$ cat src/rtl/ea_pkg.sv
package ea_pkg;
  localparam logic [3:0] M_IMM   = 4'd0;
  localparam logic [3:0] M_DIR   = 4'd1;
  localparam logic [3:0] M_IND   = 4'd2;
  localparam logic [3:0] M_REG   = 4'd3;
  localparam logic [3:0] M_RIND  = 4'd4;
  localparam logic [3:0] M_DISP  = 4'd5;
  localparam logic [3:0] M_PCREL = 4'd6;
  localparam logic [3:0] M_BASE  = 4'd7;
  localparam logic [3:0] M_AUTO  = 4'd8;
  localparam logic [3:0] M_PRE   = 4'd9;
  localparam logic [3:0] M_POST  = 4'd10;
  localparam logic [3:0] M_STK   = 4'd11;
  localparam logic [3:0] M_PUSH  = 4'd12;
  localparam logic [3:0] M_POP   = 4'd13;

  typedef enum logic [1:0] {RS_FIELD, RS_STACK, RS_SEG} rsrc_e;
  typedef enum logic [2:0] {OP_A, OP_REG, OP_A_REG, OP_PC_A, OP_REG_DEC, OP_REGNUM} op_e;
  typedef enum logic [1:0] {K_MEM, K_REG, K_IMM} kind_e;

  typedef struct packed {
    logic  legal;
    rsrc_e rsrc;
    logic  a_sx;
    op_e   op;
    logic  mem_rd;
    logic  post_add;
    kind_e kind;
    logic  wb;
    logic  wb_neg;
  } ctrl_t;
endpackage

$ cat src/rtl/ea_decode.sv
module ea_decode
  import ea_pkg::*;
(
  input  logic [3:0] mode_i,
  input  logic       dec_i,
  output ctrl_t      ctrl_o
);
  always_comb begin
    ctrl_o          = '0;
    ctrl_o.legal    = 1'b1;
    ctrl_o.rsrc     = RS_FIELD;
    ctrl_o.op       = OP_A;
    ctrl_o.kind     = K_MEM;
    unique case (mode_i)
      M_IMM:   begin ctrl_o.a_sx = 1'b1; ctrl_o.kind = K_IMM; end
      M_DIR:   ;
      M_IND:   ctrl_o.mem_rd = 1'b1;
      M_REG:   begin ctrl_o.op = OP_REGNUM; ctrl_o.kind = K_REG; end
      M_RIND:  ctrl_o.op = OP_REG;
      M_DISP:  begin ctrl_o.a_sx = 1'b1; ctrl_o.op = OP_A_REG; end
      M_PCREL: begin ctrl_o.a_sx = 1'b1; ctrl_o.op = OP_PC_A; end
      M_BASE:  begin ctrl_o.a_sx = 1'b1; ctrl_o.op = OP_A_REG; ctrl_o.rsrc = RS_SEG; end
      M_AUTO:  begin ctrl_o.op = OP_A_REG; ctrl_o.wb = 1'b1; ctrl_o.wb_neg = dec_i; end
      M_PRE:   begin ctrl_o.op = OP_A_REG; ctrl_o.mem_rd = 1'b1; end
      M_POST:  begin ctrl_o.mem_rd = 1'b1; ctrl_o.post_add = 1'b1; end
      M_STK:   begin ctrl_o.rsrc = RS_STACK; ctrl_o.op = OP_REG; end
      M_PUSH:  begin
        ctrl_o.rsrc = RS_STACK; ctrl_o.op = OP_REG_DEC;
        ctrl_o.wb = 1'b1; ctrl_o.wb_neg = 1'b1;
      end
      M_POP:   begin ctrl_o.rsrc = RS_STACK; ctrl_o.op = OP_REG; ctrl_o.wb = 1'b1; end
      default: ctrl_o.legal = 1'b0;
    endcase
  end
endmodule

$ cat src/rtl/ea_calc.sv
module ea_calc
  import ea_pkg::*;
#(
  parameter int DATA_W = 16,
  parameter int A_W    = 8,
  parameter int REG_AW = 4
) (
  input  ctrl_t              ctrl_i,
  input  logic [A_W-1:0]     afld_i,
  input  logic [REG_AW-1:0]  rsel_i,
  input  logic [DATA_W-1:0]  reg_val_i,
  input  logic [DATA_W-1:0]  pc_i,
  input  logic [DATA_W-1:0]  rdata_i,
  input  logic [DATA_W-1:0]  post_reg_i,
  output logic [DATA_W-1:0]  pre_val_o,
  output logic [DATA_W-1:0]  wb_val_o,
  output logic [DATA_W-1:0]  post_val_o
);
  localparam int EXT_W = DATA_W - A_W;
  localparam logic [DATA_W-1:0] ONE = DATA_W'(1);

  logic [DATA_W-1:0] a_ext;

  assign a_ext = ctrl_i.a_sx ? {{EXT_W{afld_i[A_W-1]}}, afld_i}
                             : {{EXT_W{1'b0}}, afld_i};

  always_comb begin
    unique case (ctrl_i.op)
      OP_A:       pre_val_o = a_ext;
      OP_REG:     pre_val_o = reg_val_i;
      OP_A_REG:   pre_val_o = a_ext + reg_val_i;
      OP_PC_A:    pre_val_o = pc_i + a_ext;
      OP_REG_DEC: pre_val_o = reg_val_i - ONE;
      OP_REGNUM:  pre_val_o = {{(DATA_W-REG_AW){1'b0}}, rsel_i};
      default:    pre_val_o = a_ext;
    endcase
  end

  assign wb_val_o   = ctrl_i.wb_neg ? reg_val_i - ONE : reg_val_i + ONE;
  assign post_val_o = ctrl_i.post_add ? rdata_i + post_reg_i : rdata_i;
endmodule

$ cat src/rtl/ea_unit.sv
module ea_unit
  import ea_pkg::*;
#(
  parameter int DATA_W  = 16,
  parameter int A_W     = 8,
  parameter int REG_AW  = 4,
  parameter int SP_IDX  = 15,
  parameter int SEG_IDX = 14
) (
  input  logic              clk_i,
  input  logic              rst_ni,
  input  logic              start_i,
  input  logic [3:0]        mode_i,
  input  logic              dec_i,
  input  logic [A_W-1:0]    afld_i,
  input  logic [REG_AW-1:0] rsel_i,
  input  logic [DATA_W-1:0] pc_i,
  output logic [REG_AW-1:0] rf_sel_o,
  input  logic [DATA_W-1:0] rf_data_i,
  output logic              mem_req_o,
  output logic [DATA_W-1:0] mem_addr_o,
  input  logic              mem_ready_i,
  input  logic [DATA_W-1:0] mem_rdata_i,
  output logic              busy_o,
  output logic              done_o,
  output logic              illegal_o,
  output logic [DATA_W-1:0] result_o,
  output logic              is_reg_o,
  output logic              is_imm_o,
  output logic              wb_en_o,
  output logic [REG_AW-1:0] wb_reg_o,
  output logic [DATA_W-1:0] wb_data_o
);
  localparam logic [REG_AW-1:0] SP_SEL  = REG_AW'(SP_IDX);
  localparam logic [REG_AW-1:0] SEG_SEL = REG_AW'(SEG_IDX);

  typedef enum logic [2:0] {S_IDLE, S_CALC, S_MEM, S_DONE, S_ILL} st_e;

  st_e               st_q;
  logic [3:0]        mode_q;
  logic              dec_q;
  logic [A_W-1:0]    afld_q;
  logic [REG_AW-1:0] rsel_q;
  logic [DATA_W-1:0] pc_q;
  logic [DATA_W-1:0] rval_q;
  logic [DATA_W-1:0] addr_q;
  logic [DATA_W-1:0] res_q;
  kind_e             kind_q;
  logic              wb_q;
  logic [REG_AW-1:0] wb_reg_q;
  logic [DATA_W-1:0] wb_data_q;

  ctrl_t             ctrl;
  logic [DATA_W-1:0] pre_val, wb_val, post_val;

  ea_decode u_dec (
    .mode_i (mode_q),
    .dec_i  (dec_q),
    .ctrl_o (ctrl)
  );

  ea_calc #(.DATA_W(DATA_W), .A_W(A_W), .REG_AW(REG_AW)) u_calc (
    .ctrl_i     (ctrl),
    .afld_i     (afld_q),
    .rsel_i     (rsel_q),
    .reg_val_i  (rf_data_i),
    .pc_i       (pc_q),
    .rdata_i    (mem_rdata_i),
    .post_reg_i (rval_q),
    .pre_val_o  (pre_val),
    .wb_val_o   (wb_val),
    .post_val_o (post_val)
  );

  always_comb begin
    unique case (ctrl.rsrc)
      RS_STACK: rf_sel_o = SP_SEL;
      RS_SEG:   rf_sel_o = SEG_SEL;
      default:  rf_sel_o = rsel_q;
    endcase
  end

  always_ff @(posedge clk_i or negedge rst_ni) begin
    if (!rst_ni) begin
      st_q      <= S_IDLE;
      mode_q    <= '0;
      dec_q     <= 1'b0;
      afld_q    <= '0;
      rsel_q    <= '0;
      pc_q      <= '0;
      rval_q    <= '0;
      addr_q    <= '0;
      res_q     <= '0;
      kind_q    <= K_MEM;
      wb_q      <= 1'b0;
      wb_reg_q  <= '0;
      wb_data_q <= '0;
    end else begin
      unique case (st_q)
        S_IDLE: if (start_i) begin
          mode_q <= mode_i;
          dec_q  <= dec_i;
          afld_q <= afld_i;
          rsel_q <= rsel_i;
          pc_q   <= pc_i;
          st_q   <= S_CALC;
        end
        S_CALC: begin
          if (!ctrl.legal) begin
            wb_q <= 1'b0;
            st_q <= S_ILL;
          end else begin
            rval_q    <= rf_data_i;
            kind_q    <= ctrl.kind;
            wb_q      <= ctrl.wb;
            wb_reg_q  <= rf_sel_o;
            wb_data_q <= wb_val;
            if (ctrl.mem_rd) begin
              addr_q <= pre_val;
              st_q   <= S_MEM;
            end else begin
              res_q <= pre_val;
              st_q  <= S_DONE;
            end
          end
        end
        S_MEM: if (mem_ready_i) begin
          res_q <= post_val;
          st_q  <= S_DONE;
        end
        S_DONE:  st_q <= S_IDLE;
        S_ILL:   st_q <= S_IDLE;
        default: st_q <= S_IDLE;
      endcase
    end
  end

  assign busy_o     = (st_q != S_IDLE);
  assign done_o     = (st_q == S_DONE);
  assign illegal_o  = (st_q == S_ILL);
  assign mem_req_o  = (st_q == S_MEM);
  assign mem_addr_o = addr_q;
  assign result_o   = res_q;
  assign is_reg_o   = (kind_q == K_REG);
  assign is_imm_o   = (kind_q == K_IMM);
  assign wb_en_o    = done_o && wb_q;
  assign wb_reg_o   = wb_reg_q;
  assign wb_data_o  = wb_data_q;


  req_hold_chk: assert property (@(posedge clk_i) disable iff (!rst_ni)
    mem_req_o && !mem_ready_i |=> mem_req_o && $stable(mem_addr_o));

  req_busy_chk: assert property (@(posedge clk_i) disable iff (!rst_ni)
    mem_req_o |-> busy_o);

  done_pulse_chk: assert property (@(posedge clk_i) disable iff (!rst_ni)
    done_o |=> !done_o);

  ill_pulse_chk: assert property (@(posedge clk_i) disable iff (!rst_ni)
    illegal_o |=> !illegal_o && !done_o);

  wb_with_done_chk: assert property (@(posedge clk_i) disable iff (!rst_ni)
    wb_en_o |-> done_o);

  start_busy_chk: assert property (@(posedge clk_i) disable iff (!rst_ni)
    mem_req_o && !mem_ready_i |=> !done_o && !illegal_o);
endmodule

$ cat config.mk
export PLATFORM = sky130hd
export DESIGN_NAME = ea_unit
export DESIGN_NICKNAME = d
export VERILOG_FILES = /design/src/rtl/ea_pkg.sv /design/src/rtl/ea_decode.sv /design/src/rtl/ea_calc.sv /design/src/rtl/ea_unit.sv
export SDC_FILE = /design/constraint.sdc
export NUM_CORES = 1
export LEC_CHECK = 0
export CAP_MARGIN = 20
export CORE_UTILIZATION = 54
export CTS_CLUSTER_DIAMETER = 50
export DETAILED_ROUTE_END_ITERATION = 7
export HOLD_SLACK_MARGIN = 0.03
export PLACE_DENSITY = 0.82
export REMOVE_ABC_BUFFERS = 1
export SLEW_MARGIN = 30
export SYNTH_ARGS = -nofsm -noshare
export SYNTH_HDL_FRONTEND = slang
export SYNTH_SLANG_ARGS = --single-unit
$ cat constraint.sdc
create_clock -name clk_i -period 4 [get_ports clk_i]
set_input_delay 0.8 -clock clk_i [delete_from_list [all_inputs] [get_ports clk_i]]
set_output_delay 0.8 -clock clk_i [all_outputs]
set_load 0.01 [all_outputs]
Yosys cells after proc, flatten, opt, wreduce, memory -nomap -nowiden. Cells that the tools add are included.

Register bits after elaboration: 107. Bits of input ports: 69. Output and inout bits: 63. Word-level logic and storage cells: 89.

$add $sub $neg: 5. Equal/unequal tests: 30. Multiplexer cells: 24. Reductions and logical operators: 17.

Operator list (count): two-way mux 16 bit (6); one-hot mux 16 bit (5 select lines) (1); adder 16 bit (3); one-hot mux 16 bit (2 select lines) (1); equality test 4 bit (second input constant) (6); adder 16 x 1 -> 16 bit (second input constant) (1); equality test 4 x 3 -> 1 bit (second input constant) (4); subtractor 16 x 1 -> 16 bit (second input constant) (1); one-hot mux 3 bit (5 select lines) (1); OR reduction 14 bit (1); equality test 3 x 2 -> 1 bit (second input constant) (4); OR reduction 3 bit (4); equality test 3 bit (second input constant) (3); two-way mux 3 bit (3); one-hot mux 3 bit (3 select lines) (1); equality test 4 x 2 -> 1 bit (second input constant) (2); one-hot mux 2 bit (2 select lines) (2); one-hot mux 4 bit (2 select lines) (1); OR reduction 4 bit (2); two-way mux 1 bit (7); equality test 3 x 1 -> 1 bit (second input constant) (2); != test 2 bit (second input constant) (3); AND reduction 2 bit (3); equality test 2 x 1 -> 1 bit (second input constant) (2); 11 further kinds (12).

Depth between registers and ports, before layout. Gate-level depths: netlist (run 1).

Depth in word-level cells: 9. Gate-level depth with buffers: 16. Gate-level depth less buffers: 14.

Cells and area by module. Synthesis (run 1) repeated with hierarchy kept, for this count alone.

Cells, all modules: 748. Area total of the unflattened synthesis: 7663.6 µm².

Modules (own cells, without submodules): ea_unit (instances 1, cells an instance 276, area each 4361.7 µm², sequential area each 2677.6 µm²); ea_calc (instances 1, cells an instance 443, area each 3078.0 µm², sequential area each 0.0 µm²); ea_decode (instances 1, cells an instance 29, area each 224.0 µm², sequential area each 0.0 µm²).

Worst setup path after synthesis (run 1). OpenSTA, ideal clock, no wires.

Path kind: reg2reg. Start point: register mode_q[0]. End point: register res_q[12] (netlist: result_o[12]). Setup time: 130 ps. Arrival time: 3271 ps. Data required time: 3870 ps. Path slack: 599 ps. Cell stages (with the launch flop): 15. Path buffers: 1. Clock period less this slack: 3401 ps. Cells stage by stage: dfrtp_1 nand2b_1 nor2_4 clkbuf_1 o21ai_0 ha_1 fa_1 nand3_1 a21oi_1 o221a_2 o41ai_1 o21bai_1 xor2_1 a211oi_1 o21ai_1.

Word-level cells in the longest chain between the ends: 9. Elaborated cells between the ends (all ways): 41. Those cells by class: add/sub: 2; eq/ne: 20; mux: 12; reduce/logical: 7.

RTL lines: start: declaration (RTL line ea_unit.sv:40) `logic [3:0] mode_q;`; start signal: assignment (RTL line ea_unit.sv:101) `mode_q <= mode_i;`; equality test 4 x 3 -> 1 bit / zero test 4 bit (equally long branches) (RTL line ea_decode.sv:14) `unique case (mode_i)`; OR reduction 4 bit (no line); two-way mux 1 bit (RTL line ea_decode.sv:14); two-way mux 16 bit (RTL line ea_calc.sv:24) `assign a_ext = ctrl_i.a_sx ? {{EXT_W{afld_i[A_W-1]}}, afld_i}`; adder 16 bit, on equally long branches (RTL line ea_calc.sv:32, ea_calc.sv:31); one-hot mux 16 bit (5 select lines) (RTL line ea_calc.sv:28) `unique case (ctrl_i.op)`; two-way mux 16 bit (RTL line ea_unit.sv:118) `if (ctrl.mem_rd) begin`; two-way mux 16 bit (RTL line ea_unit.sv:109) `if (!ctrl.legal) begin`; one-hot mux 16 bit (2 select lines) (RTL line ea_unit.sv:99) `unique case (st_q)`; end signal: assignment (RTL line ea_unit.sv:122) `res_q <= pre_val;`; end signal: assignment (RTL line ea_unit.sv:128) `res_q <= post_val;`; end: declaration (RTL line ea_unit.sv:47) `logic [DATA_W-1:0] res_q;`.

Parallel ways exist; a longest one is shown, timed or not. The select of a mux whose other input is x is not followed. A chain may end at the register's enable or synchronous reset.

Final worst setup path (run 1). Ends and elaborated chain as after synthesis.

==> qor.yml, run 1 <==
power_and_ir_drop:
  internal_power_uw: 4350
  power_uw: 7710
  pwr-share-seq_pct: 25.7
  ir_drop_v: 0.000392
  p_sw_uw: 3360
  p_per_area_nw_per_um2: 848
  power_leakage_uw: 0.00390
  p_comb_share_pct: 62.0
  clkPwrFrac_pct: 12.3
  netSwitchingFraction_pct: 43.6
worst_setup_path:
  required_ps: 4240
  worstReg2RegStart: "mode_q[0]"
  crit_type: "reg2reg"
  end_kind: "flip-flop"
  worst_r2r_path_depth: 12
  critPathMaxFanout: 10
  setup.worst_path.start: "mode_q[0]"
  rrSetupSlack_ps: 360
  cp.arrival_ps: 3880
  critPathLaunchType: "flip-flop"
placement:
  dp.cells: 1061
  pre_cts_ws_ps: 24.9
  dp_hpwl_um: 16000
  place_area_um2: 8780
  io_buffers: 131
  place_congestion: 0.906
finish:
  final_cell_area_um2: 9090
  diodes: 0
  nFillCells: 1000
  stdcell_count: 1075
  drive_gt1_share_pct: 14.7
  area_growth_pct: 25.9
  fin_nets: 1006
yosys:
  synth_top_family_by_area: "compound AO/OA/AOI/OAI gates"
  yosys-mux-area-fraction_pct: 10.5
  synth_area_leader_cell: "dfrtp_1"
  synth-edff-count: 0
  synth-adder-area-share_pct: 6.62
  syn_area_um2: 7220
  synthXorXnorAreaFrac_pct: 4.85
  synth_top_cells_by_count: "107 x dfrtp_1, 87 x nand2_1, 60 x mux2_2"
  ys.flop_type: "dfrtp_1"
  synth-seq-area-share_pct: 37.1
  post-synth-top-count-cell: "dfrtp_1"
  netlist_instances: 776
  ys_warn_count: 0
  async_reset_ff_share_pct: 100
  postSynthAreaPerCell_um2: 9.30
  ys_seq_elements: 107
  synth_top_area_share_pct: 37.1
  synthSimpleGateAreaFrac_pct: 17.0
  synth-compound-area-share_pct: 20.3
  netlist_top_cells_area: "dfrtp_1 37%, mux2_2 9.4%, ha_1 6.1%, nand2_1 4.5%, o21ai_0 3.6%"
  synth.distinct_cells: 80
clock_network:
  post-cts-setup-buffers: 0
  htree_levels: 3
  cts.clk_slew.worst_paths_ps: 70
  clkSinkCount: 107
  tritoncts: "built"
  numCtsBuffers: 9
  holdBufCountCts: 0
  cts_root_buffer: "clkbuf_16"
  cts.path.max_buffers: 2
  worstSkewPairLatency_ps: 360
die:
  num_rows: 41
  die_h_um: 118
  start_util_pct: 56.3
  pin_count: 132
  die_w_um: 118
  die_area_um2: 13800
  coreArea_um2: 12800
global_route:
  overflow: 0
  grt_pass1_vias: 6583
  gr-usage-all-layers_pct: 31.5
  antenna_found_initial: 0
  grt_max_degree: 60
  grt_pass1_wl_um: 34300
drt:
  wl_per_cell_um: 19.7
  via_per_inst: 6.23
  wl_um: 21200
  route.vias.total: 6697
  drt-initial-drc-count: 599
  ant_nets: 0
  met3_length_um: 1270
  firstDrtPassIters: 5
  top_layer: "met4"
  wl_met2_um: 9930
  drc_errors: 0
  wl_met1_um: 9580
outcome:
  status: "completed"
sta:
  finClkSkew_ps: 6.29
  finalCritPeriodShare_pct: 90.9
  tightest_slew_ps: 912
  rsz0062_at_grt: "false"
  setup-violations-final: 0
  period_minus_slack_ps: 3640
  setup_slack_ps: 364
  fin_tns_setup_ps: 0
  final_max_slew_viol_count: 0
  fmax_mhz: 275
  finalHoldViolCount: 0
  slew_headroom_pct: 39.1
job:
  maxCapViolations: 0
worst_hold_path:
  min_path_type: "in2async"
## routing by layer
metal	global-route usage, %	up-vias
met5	0	-
met4	10.5	0
met3	6.25	41
met2	49.6	271
met1	43.4	3314
li1	-	3071
## stage by stage
stage,hold slack (ps),utilization [%]
CTS,464,70.9
global placement,459,68.4
finish,444,70.9
detailed placement,469,68.5
floorplan,440,-
global route,485,70.9
## cells by family after synthesis
logic type | after synthesis
and+or+nand+nor | 238
muxes | 68
AOI/OAI and AO/OA | 225
buffers and inverters | 61
xor gates and xnor gates | 40
DFF | 107
adders and majority gates | 37
## sequential cells by signal, summed over array words and instances, names as in the netlist, 2 cells and up
signal / flops
kind_q: 2
rsel_q: 4
pc_q: 16
afld_q: 8
wb_data_o: 16
mode_q: 4
mem_addr_o: 16
st_q: 3
wb_reg_o: 4
rval_q: 16
result_o: 16
## critical path, stage by stage (launching register included)
cell	delay, ps
dfrtp_1	370
nand2b_1	240
nor2_4	300
buf_4	250
mux2_2	360
ha_1	230
a211o_1	280
o221a_2	250
o41ai_1	430
o21bai_1	160
xor2_1	180
a211oi_2	340
o21ai_1	110
## path summary, 6_finish.rpt
kind / endpoint
max in group asynchronous: wb_data_o[15]
min in group clk_i: wb_data_o[2]
hold reg to reg: wb_data_o[2]
setup reg to reg: result_o[12]
setup / recovery: result_o[12]
hold / removal: rsel_q[3]
## what timing repair did
action                                  CTS  global route
hold endpoints to repair                  0             0
resized for setup                         0             1
endpoints found under the setup margin    0             1
## power by group through the flow
stage | clock, µW | sequential [µW] | combinational [µW]
after floorplan | 0 | 2070 | 2780
after global placement | 0 | 1960 | 4540
after detailed placement | 0 | 2000 | 4660
after CTS | 963 | 1980 | 4710
after global routing | 1000 | 2040 | 5180
final | 950 | 1980 | 4780
## cells in the final DEF, fill, tap and decap left out, types with 4 or more instances in the layout
master | synthesis | routed
mux2i_1 | 4 | 4
a221oi_1 | 4 | 4
clkdlybuf4s50_1 | 0 | 130
and3_1 | 12 | 12
o31ai_1 | 6 | 6
buf_4 | 0 | 32
a31oi_1 | 11 | 11
mux2_1 | 4 | 4
o211ai_1 | 6 | 6
nand2_1 | 87 | 86
nor2b_1 | 7 | 7
or3_1 | 7 | 7
xor2_1 | 21 | 21
xnor2_1 | 19 | 19
a21o_1 | 21 | 21
o21bai_1 | 4 | 4
dfrtp_1 | 107 | 107
nor2_1 | 34 | 33
a22o_1 | 5 | 5
nor3_1 | 18 | 18
nand2b_1 | 14 | 14
nand3_1 | 21 | 21
ha_1 | 35 | 35
and2_1 | 5 | 5
clkbuf_16 | 0 | 9
a21oi_1 | 41 | 41
mux2_2 | 60 | 60
o21ai_0 | 52 | 52
o21ai_1 | 27 | 27
inv_1 | 11 | 11
a211oi_1 | 11 | 10
a211o_1 | 4 | 4
## layout make-up
type / instances / area [µm²] / share of cell area [%]
multi-input cells: 608 / 4310 / 47.4
flip-flops and latches: 107 / 2680 / 29.4
repair buffers: 162 / 1540 / 17.0
clock buffers: 10 / 229 / 2.52
well taps: 172 / 215 / 2.37
clock inverters: 4 / 76.3 / 0.839
inverters: 12 / 45.0 / 0.495
Note: power is estimated with default switching activity, not from simulation.
==> run 2, diff against run 1 <==
--- a/config.mk
+++ b/config.mk
@@ -6,6 +6,7 @@
 export NUM_CORES = 1
 export LEC_CHECK = 0
 export CAP_MARGIN = 20
+export CORE_ASPECT_RATIO = 1.75
 export CORE_UTILIZATION = 54
 export CTS_CLUSTER_DIAMETER = 50
 export DETAILED_ROUTE_END_ITERATION = 7
==> run 2 against run 1 <==
Compared with the run above: register-to-register slack worse by 80 ps; worst hold slack improved by 27 ps; total power decreased by 1.8%; sequential cell count is the same; die area grew 0.13%; clock-buffer cell count is 1 lower; clock skew increased by 6.0 ps; clock power shrank 2%; critical path depth rose by 1; fmax is 2.1% lower.
==> qor.yml, run 2 (synthesis gave the netlist of run 1 again) <==
global_route:
  grt_pass1_wl_um: 33500
  gr-usage-all-layers_pct: 31.8
  overflow: 0
  met2_usage_pct: 55.5
  grt_busiest_layer: "met2"
  grtUsageMet3_pct: 2.86
  antenna_found_initial: 0
  grt_pass1_vias: 6654
  grt_use_met1_pct: 38.1
  grt_max_degree: 60
drt:
  wl_per_cell_um: 19.5
  drc_errors: 0
  ant_nets: 0
  wl_um: 20900
  firstDrtPassIters: 5
  via_per_inst: 6.10
  route.vias.total: 6556
  drt-initial-drc-count: 366
worst_setup_path:
  worstReg2RegStart: "mode_q[0]"
  required_ps: 4240
  cp.arrival_ps: 3960
  worst_r2r_path_depth: 13
  end_kind: "flip-flop"
  crit_type: "reg2reg"
  critPathMaxFanout: 10
  critPathLaunchType: "flip-flop"
  timing.rr.end: "result_o[8]"
  rrSetupSlack_ps: 290
sta:
  rsz0062_at_grt: "false"
  setup_slack_ps: 285
  setup-violations-final: 0
  finClkSkew_ps: 12.3
  fmax_mhz: 269
  tightest_slew_ps: 979
  finalHoldViolCount: 0
  slew_headroom_pct: 34.7
  finalCritPeriodShare_pct: 92.9
  final_max_slew_viol_count: 0
  period_minus_slack_ps: 3710
clock_network:
  worstSkewPairLatency_ps: 360
  cts.path.max_buffers: 2
  cts.clk_slew.worst_paths_ps: 80
  htree_levels: 3
  tritoncts: "built"
  cts_root_buffer: "clkbuf_16"
  clkSinkCount: 107
  post_cts_resize_count: 0
  holdBufCountCts: 0
  post-cts-setup-buffers: 0
  numCtsBuffers: 9
job:
  maxCapViolations: 0
power_and_ir_drop:
  power_leakage_uw: 0.00389
  p_per_area_nw_per_um2: 834
  ir_drop_v: 0.000477
outcome:
  status: "completed"
die:
  coreArea_um2: 13000
  die_area_um2: 13900
  start_util_pct: 55.5
  die_h_um: 155
  num_rows: 55
  die_w_um: 89.4
  pin_count: 132
finish:
  ff_latch_area_um2: 2680
  fin_nets: 1005
  drive_gt1_share_pct: 14.8
  final_common_cell: "clkdlybuf4s50_1"
  final_cell_mix: "130 x clkdlybuf4s50_1, 107 x dfrtp_1, 86 x nand2_1"
  multi_input_comb_area_um2: 4300
  final_cell_area_um2: 9080
  diodes: 0
  nFillCells: 1047
  stdcell_count: 1075
  area_growth_pct: 25.8
placement:
  place_congestion: 0.975
  dp_hpwl_um: 16500
  dp.cells: 1059
  io_buffers: 131
  place_area_um2: 8770
  pre_cts_ws_ps: -1.57
worst_hold_path:
  min_path_type: "in2async"
run 2: worst max-delay path, stage by stage, from the launching register on:
cell	delay (ps)
dfrtp_1	370
nand2b_1	250
nor2_4	300
buf_4	250
mux2_2	370
ha_1	240
a211o_1	290
o221a_2	250
nor3_1	140
nor3_1	60
a2111oi_0	590
buf_4	220
a211oi_1	70
a21o_1	200
run 2: how the worst max path moves through the flow:
stage	start	endpoint	slack [ps]	depth (start not counted)
floorplan	mode_q[1]	mem_addr_o[12]	580	12
global placement	rf_data_i[0]	result_o[8]	40	14
detailed placement	rf_data_i[0]	result_o[8]	-2	14
CTS	mode_q[0]	result_o[8]	360	13
global route	rf_data_i[0]	result_o[8]	0.8	14
finish	mode_q[0]	result_o[8]	290	13
run 2: report_power, final:
group	switching [µW]	internal [µW]	total, µW
Clock	434	497	931
Sequential	365	1620	1990
Combinational	2500	2160	4660
run 2: area by class of cell:
| class | instances | share of cell area, % |
|---|---|---|
| Clock buffer | 9 | 2.48 |
| Multi-Input combinational cell | 608 | 47.4 |
| Inverter | 12 | 0.496 |
| Sequential cell | 107 | 29.5 |
| Clock inverter | 7 | 0.950 |
| Tap cell | 171 | 2.36 |
| Timing Repair Buffer | 161 | 16.9 |
run 2: stage by stage:
stage / setup TNS (ps) / utilization, % / total power [µW] / hold WS (ps)
6_report: 0 / 69.9 / 7580 / 471
3_5_place_dp: -1.57 / 67.5 / 6610 / 470
5_1_grt: 0 / 69.9 / 8110 / 509
4_1_cts: 0 / 69.9 / 7560 / 487
2_1_floorplan: 0 / - / 4840 / 440
3_3_place_gp: 0 / 67.4 / 6440 / 460
run 2: routing by layer:
metal / up-vias / wire length, µm
met5: - / 0
met4: 0 / 970
met3: 71 / 854
met2: 272 / 11000
met1: 3138 / 8080
li1: 3075 / -
==> run 3, diff against run 2 <==
--- a/config.mk
+++ b/config.mk
@@ -7,11 +7,11 @@
 export LEC_CHECK = 0
 export CAP_MARGIN = 20
 export CORE_ASPECT_RATIO = 1.75
-export CORE_UTILIZATION = 54
+export CORE_UTILIZATION = 48
 export CTS_CLUSTER_DIAMETER = 50
 export DETAILED_ROUTE_END_ITERATION = 7
 export HOLD_SLACK_MARGIN = 0.03
-export PLACE_DENSITY = 0.82
+export PLACE_DENSITY = 0.77
 export REMOVE_ABC_BUFFERS = 1
 export SLEW_MARGIN = 30
 export SYNTH_ARGS = -nofsm -noshare
==> constraint.sdc (replaced) <==
create_clock -name clk_i -period 3 [get_ports clk_i]
set_input_delay 0.6 -clock clk_i [delete_from_list [all_inputs] [get_ports clk_i]]
set_output_delay 0.6 -clock clk_i [all_outputs]
set_load 0.01 [all_outputs]
==> run 3 against run 2 <==
Compared with the run above: the flow now finishes with violations (negative setup slack); first-iteration DRC count grew 37%; wire length is 8.6% higher; fmax grew 17%; design area is 15% higher; register-to-register slack got worse by 470 ps; non-clock buffer count grew 108; total power up 58%; final cell count up 11%; critical path depth increased by 1; critical path type unchanged.
==> qor.yml, run 3 (synthesis gave the netlist of run 1 again) <==
die:
  coreArea_um2: 14800
  start_util_pct: 48.9
  die_h_um: 164
  die_w_um: 94.7
  pin_count: 132
  num_rows: 59
  die_area_um2: 15600
sta:
  final_max_slew_viol_count: 0
  tightest_slew_ps: 698
  rsz0062_at_grt: "true"
  whs_ps: 280
  slew_headroom_pct: 53.5
  period_minus_slack_ps: 3190
  finClkSkew_ps: 10.3
  setup_slack_ps: -187
  fmax_mhz: 314
  setup-violations-final: 10
  finalHoldViolCount: 0
  finalCritPeriodShare_pct: 106
placement:
  place_congestion: 0.912
  place_area_um2: 9430
  dp_hpwl_um: 16800
  io_buffers: 131
  dp.cells: 1155
worst_setup_path:
  end_kind: "flip-flop"
  crit_path_max_incr_delay_ps: 480
  crit_chain: "nand2b_4 > nor2_4 > buf_6 > mux2_4 > buf_4 > ha_4 > o21ai_2 > o21ai_2 > a211oi_2 > nor3_2 > a31oi_1 > mux2i_1 > o211ai_1 > mux2_2"
  crit_type: "reg2reg"
  critPathLaunchType: "flip-flop"
  critPathMostFrequentCell: "o21ai_2"
  crit_path_top_delay_cell: "dfrtp_1"
  cp.arrival_ps: 3420
  required_ps: 3230
  worst_r2r_path_depth: 14
  critPathMaxFanout: 4
clock_network:
  clkSinkCount: 107
  cts.clk_slew.worst_paths_ps: 80
  tritoncts: "built"
  htree_levels: 3
  numCtsBuffers: 9
  worstSkewPairLatency_ps: 350
  holdBufCountCts: 0
  cts_root_buffer: "clkbuf_16"
  cts.path.max_buffers: 2
drt:
  ant_nets: 0
  wl_per_cell_um: 19.0
  via_per_inst: 5.91
  drt-initial-drc-count: 502
  firstDrtPassIters: 5
  drc_errors: 0
  wl_um: 22700
  route.vias.total: 7066
finish:
  final_common_cell: "buf_4"
  fin_nets: 1113
  final_cell_mix: "130 x buf_4, 128 x clkdlybuf4s50_1, 107 x dfrtp_1"
  stdcell_count: 1195
  diodes: 0
  area_growth_pct: 44.4
  final_cell_area_um2: 10400
  drive_gt1_share_pct: 29.8
power_and_ir_drop:
  power_leakage_uw: 0.00454
  p_per_area_nw_per_um2: 1140
  ir_drop_v: 0.000583
worst_hold_path:
  min_path_type: "in2async"
global_route:
  grt_pass1_vias: 6916
  antenna_found_initial: 0
  gr-usage-all-layers_pct: 29.4
  overflow: 0
  grt_max_degree: 56
  grt_pass1_wl_um: 35100
job:
  maxCapViolations: 0
outcome:
  status: "finished, violations left"
  violations: "negative setup slack"
run 3: per-layer routing:
layer  vias up  global-route usage (%)  part of all wire (%)
li1       3284                       -                     -
met1      3397                    33.8                    38
met2       302                    53.4                    53
met3        83                    2.87                   4.6
met4         0                    13.8                   4.7
met5         -                       0                     0
run 3: power by group:
part           internal (µW)  total, µW  switching (µW)
logic                   3940       7890            3950
clock network            750       1340             593
registers               2160       2700             536
run 3: layout make-up:
type | instances | area (µm²)
tap | 183 | 229
fill | 1095 | 4330
sequential | 107 | 2680
clock inverter | 7 | 105
multi-input combinational | 608 | 4760
clock buffer | 9 | 225
inverter | 12 | 45.0
timing repair buffer | 269 | 2390
run 3: metrics by stage:
step	utilization (%)	worst slack, ps	setup TNS, ps	power [µW]
5_1_grt	70.6	-316	-2710	12700
3_3_place_gp	63.8	-664	-9710	9240
4_1_cts	68.7	-34.9	-80.1	11300
2_1_floorplan	-	-421	-3810	6460
3_5_place_dp	63.8	-757	-11670	9420
6_report	70.6	-187	-1010	11900
run 3: timing repair:
action | in CTS | in global routing
endpoints found under the setup margin | 26 | 23
pin swaps | 24 | 46
buffers inserted | 14 | 9
gates resized for setup | 60 | 47
cloned | 1 | 0
run 3: worst max-delay path, delay by kind of cell (launching register included):
family | cells | cell delay, ps
compound gates | 5 | 900
fa+ha+maj | 1 | 230
buf+inv | 2 | 300
flops | 1 | 480
mux | 3 | 890
simple gates | 3 | 290
run 3: path summary, 6_finish.rpt:
check / from / slack (ps) / endpoint
worst min register to register: mem_addr_o[8] / 480 / mem_addr_o[8]
max in group asynchronous: rst_ni / 1980 / wb_reg_o[2]
worst max register to register: mode_q[1] / -190 / mem_addr_o[15]
worst min-delay path: rst_ni / 280 / rval_q[15]
min in group clk_i: mem_addr_o[8] / 480 / mem_addr_o[8]
worst max-delay path: mode_q[1] / -190 / mem_addr_o[15]
